**config.mk**
```make
export PLATFORM = sky130hd
export DESIGN_NAME = bcd_updown_digit
export DESIGN_NICKNAME = d
export VERILOG_FILES = /design/src/rtl/bcd_digit_pkg.sv /design/src/rtl/strobe_sync.sv /design/src/rtl/digit_core.sv /design/src/rtl/bcd_updown_digit.sv
export SDC_FILE = /design/constraint.sdc
export NUM_CORES = 1
export LEC_CHECK = 0
export ABC_AREA = 1
export CAP_MARGIN = 40
export CORE_MARGIN = 2
export CORE_UTILIZATION = 48
export DETAILED_ROUTE_END_ITERATION = 8
export PLACE_DENSITY = 0.76
export SYNTH_ARGS = -nofsm -noshare
export SYNTH_HDL_FRONTEND = slang
export SYNTH_SLANG_ARGS = --single-unit
```
**constraint.sdc**
```tcl
create_clock -name clk -period 1.8 [get_ports clk]
set_input_delay 0.36 -clock clk [delete_from_list [all_inputs] [get_ports clk]]
set_output_delay 0.36 -clock clk [all_outputs]
set_load 0.02 [all_outputs]
```
**src/rtl/bcd_digit_pkg.sv**
```systemverilog
package bcd_digit_pkg;
  parameter int DIGIT_W = 4;

  typedef logic [DIGIT_W-1:0] digit_t;

  // Returns {wrapped, next} for one upward step.
  function automatic logic [DIGIT_W:0] step_up(input digit_t q, input digit_t top);
    if (q >= top) return {1'b1, {DIGIT_W{1'b0}}};
    return {1'b0, digit_t'(q + 1'b1)};
  endfunction

  // Returns {wrapped, next} for one downward step.
  function automatic logic [DIGIT_W:0] step_down(input digit_t q, input digit_t top);
    if (q == '0) return {1'b1, top};
    return {1'b0, digit_t'(q - 1'b1)};
  endfunction
endpackage

```
**src/rtl/strobe_sync.sv**
```systemverilog
module strobe_sync #(
  parameter int STAGES = 2
) (
  input  logic clk,
  input  logic rst_n,
  input  logic async_in,
  output logic rise
);
  localparam int LAST = STAGES - 1;

  logic [STAGES-1:0] chain;
  logic              prev;

  always_ff @(posedge clk or negedge rst_n) begin
    if (!rst_n) begin
      chain <= '0;
      prev  <= 1'b0;
    end else begin
      chain <= {chain[STAGES-2:0], async_in};
      prev  <= chain[LAST];
    end
  end

  assign rise = chain[LAST] & ~prev;

  // an edge pulse can never last two cycles
  p_single_edge_r10: assert property (@(posedge clk) disable iff (!rst_n)
    rise |=> !rise);
endmodule

```
**src/rtl/digit_core.sv**
```systemverilog
module digit_core
  import bcd_digit_pkg::*;
#(
  parameter int MAX_DIGIT = 9
) (
  input  logic   clk,
  input  logic   rst_n,
  input  logic   clear,
  input  logic   load_n,
  input  digit_t preset_d,
  input  logic   up_ev,
  input  logic   dn_ev,
  output digit_t count_q,
  output logic   carry_n,
  output logic   borrow_n
);
  localparam digit_t TOP = digit_t'(MAX_DIGIT);

  logic             do_clear, do_load, do_up, do_dn;
  logic [DIGIT_W:0] up_res, dn_res;
  logic             up_wrap, dn_wrap;

  assign do_clear = clear;
  assign do_load  = !clear && !load_n;
  assign do_up    = !do_clear && !do_load && up_ev && !dn_ev;
  assign do_dn    = !do_clear && !do_load && dn_ev && !up_ev;
  assign up_res   = step_up(count_q, TOP);
  assign dn_res   = step_down(count_q, TOP);
  assign up_wrap  = do_up && up_res[DIGIT_W];
  assign dn_wrap  = do_dn && dn_res[DIGIT_W];

  always_ff @(posedge clk or negedge rst_n) begin
    if (!rst_n) begin
      count_q  <= '0;
      carry_n  <= 1'b1;
      borrow_n <= 1'b1;
    end else begin
      carry_n  <= !up_wrap;
      borrow_n <= !dn_wrap;
      if (do_clear)     count_q <= '0;
      else if (do_load) count_q <= preset_d;
      else if (do_up)   count_q <= up_res[DIGIT_W-1:0];
      else if (do_dn)   count_q <= dn_res[DIGIT_W-1:0];
    end
  end

  p_clear_r6: assert property (@(posedge clk) disable iff (!rst_n)
    clear |=> count_q == '0);
  p_load_r7: assert property (@(posedge clk) disable iff (!rst_n)
    (!clear && !load_n) |=> count_q == $past(preset_d));
  p_carry_zero_r4: assert property (@(posedge clk) disable iff (!rst_n)
    !carry_n |-> count_q == '0);
  p_carry_width_r4: assert property (@(posedge clk) disable iff (!rst_n)
    !carry_n |=> carry_n);
  p_borrow_top_r5: assert property (@(posedge clk) disable iff (!rst_n)
    !borrow_n |-> count_q == TOP);
  p_both_hold_r8: assert property (@(posedge clk) disable iff (!rst_n)
    (up_ev && dn_ev && !clear && load_n) |=> ($stable(count_q) && carry_n && borrow_n));
  p_pulse_excl_r11: assert property (@(posedge clk) disable iff (!rst_n)
    !(!carry_n && !borrow_n));
  p_pulse_cause_r11: assert property (@(posedge clk) disable iff (!rst_n)
    !(up_ev || dn_ev) |=> (carry_n && borrow_n));
endmodule

```
**src/rtl/bcd_updown_digit.sv**
```systemverilog
module bcd_updown_digit
  import bcd_digit_pkg::*;
#(
  parameter int MAX_DIGIT   = 9,
  parameter int SYNC_STAGES = 2
) (
  input  logic               clk,
  input  logic               rst_n,
  input  logic               up_strobe,
  input  logic               down_strobe,
  input  logic               clear,
  input  logic               load_n,
  input  logic [DIGIT_W-1:0] preset_d,
  output logic [DIGIT_W-1:0] count_q,
  output logic               carry_n,
  output logic               borrow_n
);
  localparam int N_STROBES = 2;

  logic [N_STROBES-1:0] raw;
  logic [N_STROBES-1:0] edge_ev;

  assign raw = {down_strobe, up_strobe};

  for (genvar g = 0; g < N_STROBES; g++) begin : g_sync
    strobe_sync #(.STAGES(SYNC_STAGES)) u_sync (
      .clk(clk), .rst_n(rst_n), .async_in(raw[g]), .rise(edge_ev[g])
    );
  end

  digit_core #(.MAX_DIGIT(MAX_DIGIT)) u_core (
    .clk(clk), .rst_n(rst_n), .clear(clear), .load_n(load_n),
    .preset_d(preset_d), .up_ev(edge_ev[0]), .dn_ev(edge_ev[1]),
    .count_q(count_q), .carry_n(carry_n), .borrow_n(borrow_n)
  );
endmodule

```
==> flow_summary_export.csv, run 1 <==
group,metric,value,unit
floorplanning,die_x,43.7,um
timing,layout_min_cycle_time,1740,ps
timing,fmax,576,MHz
route,drt-total-wl,1.45,mm
critical_path,crit_buf_inv,1,
critical_path,slowest_delay,650,ps
timing,report.final.slew_viol_count,0,
yosys,seq_area_frac_synth,40.1,%
floorplanning,initial_utilization,50.8,%
grt,grt-ovfl-total,0,
timing,finalSetupViolations,0,
route,num_vias,639,
place,hpwl,1.12,mm
critical_path,path_cells,"clkdlybuf4s50_1",
critical_path,arrival,1380,ps
route,viasPerCell,5.15,
route,drt_pass1_iterations,4,
timing,tightest_slew,542,ps
grt,top_usage_layer,"met2",
clock_network,post_cts_resized,0,
grt,grt_pass1_wl,2.48,mm
power,power.density,820,mW/mm^2
floorplanning,die_h,43.7,um
clock_network,cts_buffer_depth,2,
yosys,synth_area,756,sq um
critical_path,critPathMaxFanout,6,
finish,ff_latch_area,303,sq um
route,drc_errors,0,
floorplanning,dieArea,0.00191,sq mm
clock_network,clk_pin_slew,80,ps
clock_network,cts_sinks,12,
grt,first_global_vias,572,
floorplanning,core,0.00149,sq mm
critical_path,start_kind,"flop",
critical_path,crit_type,"reg -> out",
yosys,synth_cell_types,22,
timing,rsz0062_at_grt,"no",
run,cap_violations,0,
timing,fin_hold_ws,352,ps
timing,post-route-period-util,96.5,%
status,status,"finished, final reports clean",
route,drtIter0Drc,20,
critical_path,required,1440,ps
place,gp_congestion,0.821,
power,p_leak,0.000478,uW
finish,n_fill_cell,125,
grt,met1_usage,24.7,%
critical_path,path_delay_family,"buffers and inverters",
timing,fin_skew,6.98,ps
finish,multi_input_area,389,sq um
power,vdd_drop_max,0.000460,V
critical_path,reg2reg_depth,7,
critical_path,slowest_stage,"clkdlybuf4s50_1",
yosys,synth.avg_cell_area,8.40,sq um
critical_path,path_depth,1,
grt,grtUsageTotal,17.1,%
clock_network,cts_setup_buffers,0,
yosys,synth_warnings,0,
min_path,min_path_type,"reg -> reg",
timing,slew_headroom,63.7,%
finish,n_antenna_cell,0,
clock_network,clock_latency,260,ps
yosys,ys_seq_elements,12,
clock_network,ctsRootBufferMaster,"clkbuf_4",
grt,use_met2,27.4,%
place,port_buffers,15,
clock_network,cts_tree,"built",
finish,num-nets-final,123,
grt,grt_max_degree,13,
route,avgRoutedWirePerCell,11.7,um
grt,antenna_found_initial,0,
timing,hold_viol,0,
clock_network,cts_max_level,1,
finish,drive_above_1_share,17.6,%
yosys,syn_inst,90,
floorplanning,ioPinCount,16,
clock_network,cts_made_buffers,3,
min_path,min_path_cells,0,
timing,fin_tns_setup,0,ps
clock_network,postCtsHoldBufs,0,
grt,grtUsageMet3,2.50,%
critical_path,cp-end-kind,"output pin",
yosys,syn_nets,104,
floorplanning,row_count,14,
route,ant_nets,0,
finish,area_growth,26.2,%
-- cell usage after synthesis --
master / instances / area, sq um
nand3_2: 1 / 10.0
nand2_2: 1 / 6.26
nor2_2: 2 / 12.5
nor2_1: 4 / 15.0
dfstp_2: 2 / 52.6
o21ai_0: 3 / 15.0
nor2_8: 1 / 20.0
inv_2: 1 / 3.75
a21oi_1: 2 / 10.0
nand3_1: 10 / 50.1
o21ai_2: 1 / 8.76
nand2_1: 23 / 86.3
buf_6: 1 / 11.3
nand4_1: 3 / 18.8
or2_2: 1 / 6.26
nand3_4: 1 / 17.5
dfrtp_1: 10 / 250
a21oi_2: 3 / 26.3
a21boi_4: 1 / 18.8
inv_1: 13 / 48.8
ha_1: 4 / 50.1
xor2_1: 2 / 17.5
-- worst register-to-register path: stages (launching register included) --
cell	delay, ps
dfrtp_1	500
inv_1	140
ha_1	230
or2_2	270
nand3_1	100
nand3_1	90
nand2_1	60
nand2_1	40
-- cell usage in the layout (no fill, tap or decap), drive strengths merged, types with 2 or more instances in the layout --
master	netlist	routed
nand2	24	24
clkdlybuf4s50	0	14
inv	14	14
nand3	12	12
dfrtp	10	10
nor2	7	7
a21oi	5	5
ha	4	4
o21ai	4	4
clkbuf	0	4
nand4	3	3
xor2	2	2
dfstp	2	2
-- power breakdown --
part / switching (uW) / total, uW / internal, uW / leakage [uW]
registers: 29.7 / 321 / 291 / 0.000142
clock network: 87.5 / 210 / 123 / 0.0000210
logic: 143 / 251 / 108 / 0.000314
-- final cells by class --
class | count | area share, %
Clock buffer | 4 | 3.81
Inverter | 14 | 5.51
Multi-Input combinational cell | 63 | 40.8
Sequential cell | 12 | 31.8
Tap cell | 16 | 2.10
Timing Repair Buffer | 15 | 16.0
-- path summary, 6_finish.rpt --
check	endpoint	from	slack [ps]
setup / recovery	count_q[1]	u_core.count_q[1]$_DFFE_PN0P_	60
hold / removal	g_sync[0].u_sync.chain[1]$_DFF_PN0_	g_sync[0].u_sync.chain[0]$_DFF_PN0_	350
setup reg to reg	u_core.count_q[1]$_DFFE_PN0P_	u_core.count_q[0]$_DFFE_PN0P_	260
hold reg to reg	g_sync[0].u_sync.chain[1]$_DFF_PN0_	g_sync[0].u_sync.chain[0]$_DFF_PN0_	350
max in group asynchronous	u_core.carry_n$_DFF_PN1_	rst_n	980
min in group asynchronous	u_core.count_q[1]$_DFFE_PN0P_	rst_n	440
-- cell families (layout without fill, tap and decap cells) --
family	after synthesis	in the layout	synth area share (%)
fa+ha+maj	4	4	6.62
flops	12	12	40.1
simple gates	47	47	32.1
buf+inv	15	33	8.44
xor+xnor	2	2	2.32
compound gates	10	10	10.4
-- state kept, by name (all words and copies together) (netlist names) --
signal and count:
g_sync.u_sync.prev 2, g_sync.u_sync.chain 4, u_core.carry_n 1, u_core.borrow_n 1
u_core.count_q 4
-- layer usage --
layer	up-vias	share of wire (%)
met5	-	0
met4	0	0.55
met3	2	5.2
met2	18	48
met1	296	46
li1	323	-
-- per-stage QoR --
stage / total power [uW] / setup WS (ps) / std cells / area, sq um / util [%]
after detailed placement: 574 / 9.57 / 120 / 915 / 61.4
after CTS: 785 / 30.5 / 124 / 951 / 63.9
final: 782 / 63.4 / 124 / 953 / 64.0
after global placement: 569 / 69.5 / 120 / 915 / 61.4
after floorplan: 485 / 305 / 90 / 756 / -
after global routing: 829 / 9.11 / 124 / 953 / 64.0
Note: power is estimated with default switching activity, not from simulation.
==> inputs of run 2 (changes only) <==
- PLACE_DENSITY: 0.76 -> 0.83
==> flow_summary_export.csv, run 2 (synthesis results as in run 1) <==
group,metric,value,unit
timing,fin_tns_setup,0,ps
grt,grtUsageTotal,17.1,%
floorplanning,die_x,43.7,um
clock_network,clk_pin_slew,80,ps
clock_network,cts_setup_buffers,0,
route,drtIter0Drc,5,
timing,fin_hold_ws,357,ps
finish,n_antenna_cell,0,
timing,hold_viol,0,
critical_path,cp-end-kind,"output pin",
finish,final_cell_mix,"23 x nand2_1, 13 x inv_1, 13 x clkdlybuf4s50_1, 10 x nand3_1, 10 x dfrtp_1",
route,drt-total-wl,1.42,mm
floorplanning,ioPinCount,16,
critical_path,path_delay_family,"buffers and inverters",
finish,drive_above_1_share,17.6,%
timing,post-route-period-util,97.0,%
finish,final_common_cell,"nand2_1",
finish,final_util,63.9,%
clock_network,clock_latency,280,ps
timing,tightest_slew,531,ps
place,hpwl,1.10,mm
route,drt_pass1_iterations,4,
timing,fmax,573,MHz
floorplanning,core,0.00149,sq mm
floorplanning,dieArea,0.00191,sq mm
clock_network,postCtsHoldBufs,0,
grt,grt_max_degree,13,
place,gp_congestion,0.869,
clock_network,cts_made_buffers,3,
clock_network,cts_max_level,1,
status,status,"finished, final reports clean",
power,power.density,826,mW/mm^2
route,num_vias,644,
critical_path,arrival,1390,ps
timing,report.final.slew_viol_count,0,
critical_path,start_kind,"flop",
timing,layout_min_cycle_time,1750,ps
place,port_buffers,15,
critical_path,slowest_stage,"clkdlybuf4s50_1",
clock_network,cts_sinks,12,
clock_network,cts_tree,"built",
critical_path,crit_buf_inv,1,
finish,area_growth,26.0,%
floorplanning,row_count,14,
critical_path,path_cells,"clkdlybuf4s50_1",
route,drc_errors,0,
clock_network,ctsRootBufferMaster,"clkbuf_4",
power,vdd_drop_max,0.000443,V
critical_path,critPathMaxFanout,1,
min_path,min_path_type,"reg -> reg",
floorplanning,initial_utilization,50.8,%
timing,fin_skew,3.69,ps
route,viasPerCell,5.19,
finish,reg_top3,"g_sync.u_sync.chain x4, u_core.count_q x4, g_sync.u_sync.prev x2",
grt,grt_pass1_wl,2.45,mm
timing,rsz0062_at_grt,"no",
route,avgRoutedWirePerCell,11.4,um
power,p_leak,0.000483,uW
floorplanning,die_h,43.7,um
route,ant_nets,0,
grt,antenna_found_initial,0,
critical_path,required,1440,ps
grt,first_global_vias,592,
critical_path,crit_type,"reg -> out",
timing,slew_headroom,64.5,%
critical_path,slowest_delay,590,ps
grt,grt-ovfl-total,0,
finish,num-nets-final,123,
run,cap_violations,0,
clock_network,cts_buffer_depth,2,
timing,finalSetupViolations,0,
-- run 2: changes by cell type in the layout (fill, tap and decap cells not counted) --
| cell | delta |
|---|---|
| dlygate4sd2_1 | +1 |
| clkdlybuf4s50_1 | -1 |
-- run 2: power breakdown --
| part | total (uW) | leakage [uW] | internal (uW) | switching [uW] |
|---|---|---|---|---|
| clock network | 219 | 0.0000210 | 123 | 96.3 |
| registers | 319 | 0.000142 | 291 | 28.1 |
| logic | 248 | 0.000320 | 106 | 143 |
| total | 787 | 0.000483 | 520 | 267 |
-- run 2: worst register-to-register path: cells and delay by family (launching register included) --
kind / cells / cell delay [ps]
DFF: 1 / 490
and+or+nand+nor: 5 / 570
buffers and inverters: 1 / 140
adders and majority gates: 1 / 230
-- run 2: worst paths after layout --
path,slack (ps),to,startpoint,depth (start not counted)
max,50,carry_n,u_core.carry_n$_DFF_PN1_,1
min,360,g_sync[0].u_sync.chain[1]$_DFF_PN0_,g_sync[0].u_sync.chain[0]$_DFF_PN0_,0
max reg2reg,250,u_core.count_q[1]$_DFFE_PN0P_,u_core.count_q[0]$_DFFE_PN0P_,7
min reg2reg,360,g_sync[0].u_sync.chain[1]$_DFF_PN0_,g_sync[0].u_sync.chain[0]$_DFF_PN0_,0
max in group asynchronous,1010,u_core.borrow_n$_DFF_PN1_,rst_n,1
min in group asynchronous,420,u_core.count_q[3]$_DFFE_PN0P_,rst_n,1
-- run 2: layer usage --
metal	track usage, %	routed length [um]	vias up
li1	-	-	320
met1	21.4	605	301
met2	29.1	710	20
met3	3.75	82	3
met4	5.45	18	0
met5	0	0	-
-- run 2: what timing repair did --
item / CTS / global route
gates resized for setup: 1 / 1
setup endpoints to repair: 1 / 1
endpoints found under the hold margin: 0 / 0
-- run 2: stage by stage --
step	setup slack, ps	cells	cell area, sq um	total power [uW]
floorplan	305	90	756	485
global placement	78.4	120	915	565
detailed placement	61.6	120	915	573
CTS	16.1	124	950	792
global route	14.7	124	952	838
finish	53.6	124	952	787
-- run 2: final cells by class --
type                            count  area, sq um
Clock buffer                        4         36.3
Fill cell                         119          537
Inverter                           14         52.6
Multi-Input combinational cell     63          389
Sequential cell                    12          303
Tap cell                           16         20.0
Timing Repair Buffer               15          151
==> inputs of run 3 (changes only) <==
- CORE_UTILIZATION: 48 -> 46
- PLACE_DENSITY: 0.83 -> 0.8
==> flow_summary_export.csv, run 3 (synthesis results as in run 1) <==
group,metric,value,unit
finish,fin_area,940,sq um
place,dpl_cell_area,915,sq um
run,cap_violations,0,
route,drtIter0Drc,8,
timing,tightest_slew,547,ps
place,gp_congestion,0.831,
finish,multi_input_area,389,sq um
finish,reg_top3,"g_sync.u_sync.chain x4, u_core.count_q x4, g_sync.u_sync.prev x2",
route,viasPerCell,5.10,
power,p_leak,0.000471,uW
grt,antenna_found_initial,0,
critical_path,crit_type,"reg -> out",
floorplanning,initial_utilization,49.6,%
status,status,"finished, final reports clean",
clock_network,clk_pin_slew,70,ps
grt,grt_pass1_wl,2.29,mm
floorplanning,row_count,14,
timing,fin_hold_ws,350,ps
critical_path,path_delay_family,"buffers and inverters",
timing,post-route-period-util,96.2,%
timing,fmax,578,MHz
timing,rsz0062_at_grt,"no",
power,power.density,771,mW/mm^2
critical_path,critPathMaxFanout,6,
critical_path,arrival,1370,ps
power,vdd_drop_max,0.000568,V
route,drt-total-wl,1.40,mm
clock_network,postCtsHoldBufs,0,
clock_network,cts_made_buffers,3,
timing,fin_skew,3.29,ps
critical_path,cp-end-kind,"output pin",
timing,layout_min_cycle_time,1730,ps
finish,n_fill_cell,143,
route,num_vias,627,
place,port_buffers,15,
floorplanning,core,0.00152,sq mm
route,avgRoutedWirePerCell,11.4,um
critical_path,crit_buf_inv,1,
floorplanning,die_h,44.5,um
finish,n_antenna_cell,0,
grt,grt-ovfl-total,0,
timing,hold_viol,0,
timing,fin_tns_setup,0,ps
clock_network,cts_tree,"built",
finish,num-nets-final,123,
clock_network,cts_max_level,1,
clock_network,clock_latency,270,ps
timing,finalSetupViolations,0,
critical_path,path_cells,"clkdlybuf4s50_1",
route,drt_pass1_iterations,4,
clock_network,cts_buffer_depth,2,
critical_path,start_kind,"flop",
place,hpwl,1.09,mm
critical_path,slowest_delay,640,ps
finish,final_common_cell,"nand2_1",
grt,first_global_vias,551,
route,drc_errors,0,
timing,slew_headroom,63.4,%
grt,grt_max_degree,13,
route,ant_nets,0,
floorplanning,die_x,44.5,um
floorplanning,ioPinCount,16,
finish,final_util,61.7,%
power,total_power,725,uW
clock_network,ctsRootBufferMaster,"clkbuf_4",
finish,drive_above_1_share,16.8,%
timing,report.final.slew_viol_count,0,
floorplanning,dieArea,0.00198,sq mm
grt,grtUsageTotal,15.9,%
critical_path,required,1440,ps
finish,final_cell_mix,"23 x nand2_1, 14 x clkdlybuf4s50_1, 13 x inv_1, 10 x nand3_1, 10 x dfrtp_1",
min_path,min_path_type,"reg -> reg",
finish,ff_latch_area,303,sq um
clock_network,cts_sinks,12,
finish,area_growth,24.3,%
critical_path,slowest_stage,"clkdlybuf4s50_1",
## run 3: final cells by class
class	instances	share of cell area, %
Clock buffer	3	2.40
Inverter	14	5.59
Tap cell	16	2.13
Multi-Input combinational cell	63	41.4
Sequential cell	12	32.2
Timing Repair Buffer	15	16.2
## run 3: worst paths after layout
kind / depth (start not counted) / end / slack, ps / from
worst min-delay path: 0 / g_sync[1].u_sync.chain[1]$_DFF_PN0_ / 350 / g_sync[1].u_sync.chain[0]$_DFF_PN0_
max in group asynchronous: 1 / u_core.borrow_n$_DFF_PN1_ / 980 / rst_n
min in group asynchronous: 1 / g_sync[1].u_sync.chain[0]$_DFF_PN0_ / 450 / rst_n
worst max-delay path: 1 / count_q[2] / 70 / u_core.count_q[2]$_DFFE_PN0P_
worst min register to register: 0 / g_sync[1].u_sync.chain[1]$_DFF_PN0_ / 350 / g_sync[1].u_sync.chain[0]$_DFF_PN0_
worst max register to register: 7 / u_core.count_q[1]$_DFFE_PN0P_ / 290 / u_core.count_q[0]$_DFFE_PN0P_
## run 3: metrics by stage
| stage | instances | worst slack (ps) |
|---|---|---|
| finish | 123 | 68.7 |
| global route | 123 | 12.1 |
| CTS | 123 | 15.4 |
| detailed placement | 120 | 34.4 |
| global placement | 120 | 68.8 |
| floorplan | 90 | 305 |
## run 3: timing repair
item                       4_1_cts  5_1_grt
resized for setup                0        1
setup endpoints to repair        0        1
buffers inserted                 0        0
## run 3: routing by layer
metal	up-vias	share of wire [%]	global-route usage [%]
met5	-	0	0
met4	0	0.64	3.64
met3	2	6.0	4.90
met2	19	48	25.8
met1	282	45	20.7
li1	324	-	-
## run 3: power by group
group,switching (uW),internal [uW],leakage [uW]
Combinational,140,109,0.000314
Clock,78.9,77.3,0.0000138
Sequential,29.0,291,0.000142
Total,248,477,0.000471
